`src/rtl/scrub_pkg.sv`:
```
package scrub_pkg;
  typedef enum logic {
    ST_SCAN  = 1'b0,
    ST_WRITE = 1'b1
  } scrub_state_e;
endpackage

```
`src/rtl/scrub_scan_ptr.sv`:
```
module scrub_scan_ptr #(
  parameter int unsigned ROWS  = 8,
  parameter int unsigned IDX_W = 3
) (
  input  logic             clk_i,
  input  logic             rst_ni,
  input  logic             advance_i,
  output logic [IDX_W-1:0] idx_o
);
  localparam logic [IDX_W-1:0] LAST = IDX_W'(ROWS - 1);

  logic [IDX_W-1:0] idx_q, idx_nxt;

  generate
    if ((1 << IDX_W) == ROWS) begin : g_pow2
      assign idx_nxt = idx_q + 1'b1;
    end else begin : g_wrap
      assign idx_nxt = (idx_q == LAST) ? '0 : idx_q + 1'b1;
    end
  endgenerate

  always_ff @(posedge clk_i or negedge rst_ni) begin
    if (!rst_ni)        idx_q <= '0;
    else if (advance_i) idx_q <= idx_nxt;
  end

  assign idx_o = idx_q;
endmodule

```
`src/rtl/scrub_redirty.sv`:
```
// Tracks CPU writes to the row being written back.
module scrub_redirty #(
  parameter int unsigned IDX_W = 3
) (
  input  logic             clk_i,
  input  logic             rst_ni,
  input  logic             capture_i,
  input  logic             release_i,
  input  logic [IDX_W-1:0] row_idx_i,
  input  logic             cpu_wr_i,
  input  logic [IDX_W-1:0] cpu_idx_i,
  output logic             stale_o
);
  logic live_q, stale_q, hit;

  assign hit = cpu_wr_i && (cpu_idx_i == row_idx_i);

  always_ff @(posedge clk_i or negedge rst_ni) begin
    if (!rst_ni) begin
      live_q  <= 1'b0;
      stale_q <= 1'b0;
    end else if (capture_i) begin
      live_q  <= 1'b1;
      stale_q <= hit;
    end else if (release_i) begin
      live_q  <= 1'b0;
      stale_q <= 1'b0;
    end else if (live_q && hit) begin
      stale_q <= 1'b1;
    end
  end

  assign stale_o = live_q && (stale_q || hit);
endmodule

```
`src/rtl/scrub_wb_port.sv`:
```
module scrub_wb_port #(
  parameter int unsigned ADDR_W = 7,
  parameter int unsigned DATA_W = 16
) (
  input  logic              clk_i,
  input  logic              rst_ni,
  input  logic              load_i,
  input  logic [ADDR_W-1:0] addr_i,
  input  logic [DATA_W-1:0] data_i,
  input  logic              ack_i,
  output logic              req_o,
  output logic [ADDR_W-1:0] addr_o,
  output logic [DATA_W-1:0] data_o,
  output logic              done_o
);
  logic              req_q;
  logic [ADDR_W-1:0] addr_q;
  logic [DATA_W-1:0] data_q;

  always_ff @(posedge clk_i or negedge rst_ni) begin
    if (!rst_ni) begin
      req_q  <= 1'b0;
      addr_q <= '0;
      data_q <= '0;
    end else if (load_i) begin
      req_q  <= 1'b1;
      addr_q <= addr_i;
      data_q <= data_i;
    end else if (req_q && ack_i) begin
      req_q  <= 1'b0;
    end
  end

  assign req_o  = req_q;
  assign addr_o = addr_q;
  assign data_o = data_q;
  assign done_o = req_q && ack_i;
endmodule

```
`src/rtl/scrub_dirty_rows.sv`:
```
module scrub_dirty_rows
  import scrub_pkg::*;
#(
  parameter int unsigned ROWS   = 8,
  parameter int unsigned TAG_W  = 4,
  parameter int unsigned DATA_W = 16,
  localparam int unsigned IDX_W  = (ROWS > 1) ? $clog2(ROWS) : 1,
  localparam int unsigned ADDR_W = TAG_W + IDX_W
) (
  input  logic              clk_i,
  input  logic              rst_ni,
  input  logic              enable_i,
  input  logic              demand_req_i,
  output logic [IDX_W-1:0]  scan_idx_o,
  input  logic              row_dirty_i,
  input  logic [TAG_W-1:0]  row_tag_i,
  input  logic [DATA_W-1:0] row_data_i,
  input  logic              cpu_wr_i,
  input  logic [IDX_W-1:0]  cpu_wr_idx_i,
  output logic              clean_o,
  output logic [IDX_W-1:0]  clean_idx_o,
  output logic              mem_req_o,
  input  logic              mem_ack_i,
  output logic [ADDR_W-1:0] mem_addr_o,
  output logic [DATA_W-1:0] mem_data_o,
  output logic              busy_o
);
  scrub_state_e state_q, state_d;
  logic go, scanning, capture, step, done, stale;
  logic [IDX_W-1:0] idx;

  assign go       = enable_i && !demand_req_i;
  assign scanning = (state_q == ST_SCAN);
  assign capture  = scanning && go && row_dirty_i;
  // pointer freezes while a write is outstanding
  assign step     = (scanning && go && !row_dirty_i) || done;

  always_comb begin
    state_d = state_q;
    if (capture)   state_d = ST_WRITE;
    else if (done) state_d = ST_SCAN;
  end

  always_ff @(posedge clk_i or negedge rst_ni) begin
    if (!rst_ni) state_q <= ST_SCAN;
    else         state_q <= state_d;
  end

  scrub_scan_ptr #(.ROWS(ROWS), .IDX_W(IDX_W)) u_ptr (
    .clk_i    (clk_i),
    .rst_ni   (rst_ni),
    .advance_i(step),
    .idx_o    (idx)
  );

  scrub_redirty #(.IDX_W(IDX_W)) u_redirty (
    .clk_i    (clk_i),
    .rst_ni   (rst_ni),
    .capture_i(capture),
    .release_i(done),
    .row_idx_i(idx),
    .cpu_wr_i (cpu_wr_i),
    .cpu_idx_i(cpu_wr_idx_i),
    .stale_o  (stale)
  );

  scrub_wb_port #(.ADDR_W(ADDR_W), .DATA_W(DATA_W)) u_port (
    .clk_i (clk_i),
    .rst_ni(rst_ni),
    .load_i(capture),
    .addr_i({row_tag_i, idx}),
    .data_i(row_data_i),
    .ack_i (mem_ack_i),
    .req_o (mem_req_o),
    .addr_o(mem_addr_o),
    .data_o(mem_data_o),
    .done_o(done)
  );

  assign scan_idx_o  = idx;
  assign clean_o     = done && !stale;
  assign clean_idx_o = idx;
  assign busy_o      = mem_req_o;
endmodule

```
`config.mk`:
```
export PLATFORM = sky130hd
export DESIGN_NAME = scrub_dirty_rows
export DESIGN_NICKNAME = d
export VERILOG_FILES = /design/src/rtl/scrub_pkg.sv /design/src/rtl/scrub_scan_ptr.sv /design/src/rtl/scrub_redirty.sv /design/src/rtl/scrub_wb_port.sv /design/src/rtl/scrub_dirty_rows.sv
export SDC_FILE = /design/constraint.sdc
export NUM_CORES = 1
export LEC_CHECK = 0
export ABC_AREA = 1
export BUFFER_PORTS_ARGS = -buffer_cell sky130_fd_sc_hd__buf_2
export CAP_MARGIN = 30
export CELL_PAD_IN_SITES_DETAIL_PLACEMENT = 0
export CELL_PAD_IN_SITES_GLOBAL_PLACEMENT = 1
export CORE_UTILIZATION = 33
export CTS_BUF_LIST = sky130_fd_sc_hd__clkbuf_16
export DETAILED_ROUTE_END_ITERATION = 8
export PLACE_DENSITY_LB_ADDON = 0.3
export SLEW_MARGIN = 15
export SYNTH_ARGS = -nofsm -noshare
export SYNTH_HDL_FRONTEND = slang
export SYNTH_SLANG_ARGS = --single-unit
```
`constraint.sdc`:
```
create_clock -name clk_i -period 2.2 [get_ports clk_i]
set_input_delay 0.22 -clock clk_i [delete_from_list [all_inputs] [get_ports clk_i]]
set_output_delay 0.22 -clock clk_i [all_outputs]
set_load 0.05 [all_outputs]
```
==> impl_metrics.toml <==
[die]
dieArea_um2 = 3987
boundaryPins = 62
starting_utilization_of_the_core_area_pct = 35.57
core_region_area_um2 = 3468
die_y_um = 63.14
placementRows = 21
die_x_um = 63.14

[yosys]
synth_compound_gate_area_share_pct = 2.738
synth_enable_flop_cells = 0
syn_area_um2 = 1234
post_synth_num_cell_types = 16
post_synth_fa_ha_maj_area_fraction_pct = 1.014
synthCells = 148
synth.yosys.warnings = 0
post_synth_xor_area_fraction_pct = 1.420
postSynth.topFlopCell = "dfrtp_1"
synth-seq-area-share_pct = 56.80
synth_simple_gate_area_share_pct = 29.31
synth.area.mux_share_pct = 0
yosys_register_bits = 28
largest_family_of_logic_cells_by_synthesized_area = "simple AND/OR/NAND/NOR gates"
asyncSetResetFlopFracSynth_pct = 100.0
synth.avg_cell_area_um2 = 8.336
syn-num-nets = 179

[setup_path]
worst-path-max-fanout = 28
worst_ep_arrival_time_ns = 1.84
worstSetupStartpointType = "flop"
crit_required_ns = 2.40
cp-end-kind = "flop"
crit_type = "reg2reg"

[clock_network]
ctsResizeCount = 0
hold_buffers = 1
cts_htree_levels = 1
cts_tree = "yes"
clk_pin_slew_worst_paths_ns = 0.06
cts_buffers = 3
numClockSinks = 28
insertion_delay_of_the_later_clocked_pin_in_the_worst_skew_pair_ns = 0.25
clock_tree.buffer_depth = 2
post_cts.repair.setup_buffers = 0
ctsRootBufferMaster = "clkbuf_16"

[timing]
setup_viol = 0
max_freq_mhz = 607.7
timing.final.max_slew_violations = 0
maxSlewHeadroom_pct = 59.02
final.min_clock_period_ns = 1.646
tns_ns = 0
skew_ns = 0.001439
worst_pin_slew_ns = 0.6146
hold_violations = 0
worst_slack_on_hold_paths_ns = 0.1559
period_share_pct = 74.80
rsz_0062_raised_after_global_routing = "no"

[final_layout]
antenna_cells = 0
layout.nets = 238
final-instance-count-excl-fill = 252
area_growth_syn_to_layout_pct = 31.54
proportion_of_layout_cells_with_a_drive_suffix_above_1_pct = 33.01
finalCoreUtilization_pct = 46.79

[routing]
wl_per_cell_um = 10.20
route.detailed.drc = 0
drt_wl_total_um = 2570
ant_nets = 0
drt_first_pass_iters = 4
via_count = 1084
route.detailed.vias_per_inst = 4.302
drt_first_iter_violations = 47

[power_and_ir_drop]
ir_drop_mv = 0.5991
p_leak_nw = 0.9849
total_power_mw = 2.929
power_density_nw_per_um2 = 1805

[grt]
vias_in_the_first_global_route = 1034
grt-ovfl-total = 0
maximum_number_of_pins_on_one_net_before_global_route_repair = 29
grt_first_pass_wirelength_um = 4395
grt_antenna_before_repair = 0
grtUsageTotal_pct = 13.75

[placed_design]
placedCellCount = 247
gp_congestion = 0.6820
hpwlAfterDp_um = 1878
port_buffers = 61

[hold_path]
hold_class = "in2reg"

[status]
run_status = "finished clean"

[flow_run]
max_capacitance_violation_total = 0
[flip-flops by register name (all words and copies together), names as in the netlist]
| name | cells |
|---|---|
| u_port.req_o | 1 |
| u_port.data_o | 16 |
| u_ptr.idx_o | 3 |
| u_redirty.stale_q | 1 |
| u_port.addr_o | 7 |
[per-stage QoR]
stage          worst slack, ns  area, µm²
3_3_place_gp            0.6128       1534
5_1_grt                 0.3817       1623
3_5_place_dp            0.5360       1534
6_report                0.5544       1623
4_1_cts                 0.5248       1623
2_1_floorplan           0.2397       1234
[metal layers]
layer,part of all wire [%],up-vias,wire [µm],GRT usage [%]
li1,-,555,-,-
met1,46,490,1171,17.40
met2,48,37,1227,22.98
met3,5.9,2,152,2.355
met4,0.74,0,19,5.814
met5,0,-,0,0
[logic make-up after synthesis]
logic type	Yosys count
DFF	28
and+or+nand+nor	91
adders and majority gates	1
AOI/OAI and AO/OA	6
xor gates and xnor gates	2
buffers and inverters	20
[cell usage after synthesis, types with 2 or more instances]
master    n  share of area (%)
nand3_1   3                1.2
nand2_1  83                 25
inv_1    11                3.3
buf_2     2               0.81
buf_4     4                2.4
buf_6     2                1.8
nor2_1    3               0.91
xor2_1    2                1.4
dfrtp_1  28                 57
o21ai_0   4                1.6
[critical path, stage by stage, from the launching register on]
cell	delay, ns
dfrtp_1	0.42
nor2_2	0.20
nand3_4	0.28
inv_2	0.39
nand3_1	0.12
nand2_1	0.07
nand2_1	0.05
inv_1	0.05
[cell type report]
class,instances,area (µm²)
flip-flops and latches,28,700.7
well taps,46,57.56
inverters,12,45.04
repair buffers,62,315.3
clock buffers,3,75.07
clock inverters,1,3.754
fillers,363,1846
multi-input cells,100,425.4
[cell usage in the layout (no fill, tap or decap), drive strengths merged]
master       instances
xor2                 2
clkinv               1
dfrtp               28
nand3                4
ha                   1
dlygate4sd3          1
nor2                 4
inv                 12
nand2               83
o21ai                4
clkbuf               3
buf                 61
a21oi                2
[path summary, 6_finish.rpt]
path                            slack, ns                end  depth (start not counted)             start
worst max-delay path                 0.55  u_redirty.stale_q                          7      u_port.req_o
worst min-delay path                 0.16   u_port.data_o[2]                          3     row_data_i[2]
worst max register to register       0.55  u_redirty.stale_q                          7      u_port.req_o
worst min register to register       0.48   u_port.data_o[1]                          2  u_port.data_o[1]
max in group asynchronous            1.29   u_port.addr_o[4]                          2            rst_ni
min in group asynchronous            0.51     u_ptr.idx_o[2]                          2            rst_ni
[power breakdown]
part	total (mW)	switching, mW	internal (mW)
logic	1.62	1.28	0.344
clock network	0.402	0.159	0.243
registers	0.902	0.154	0.748
Power figures use the tool's default switching activity.
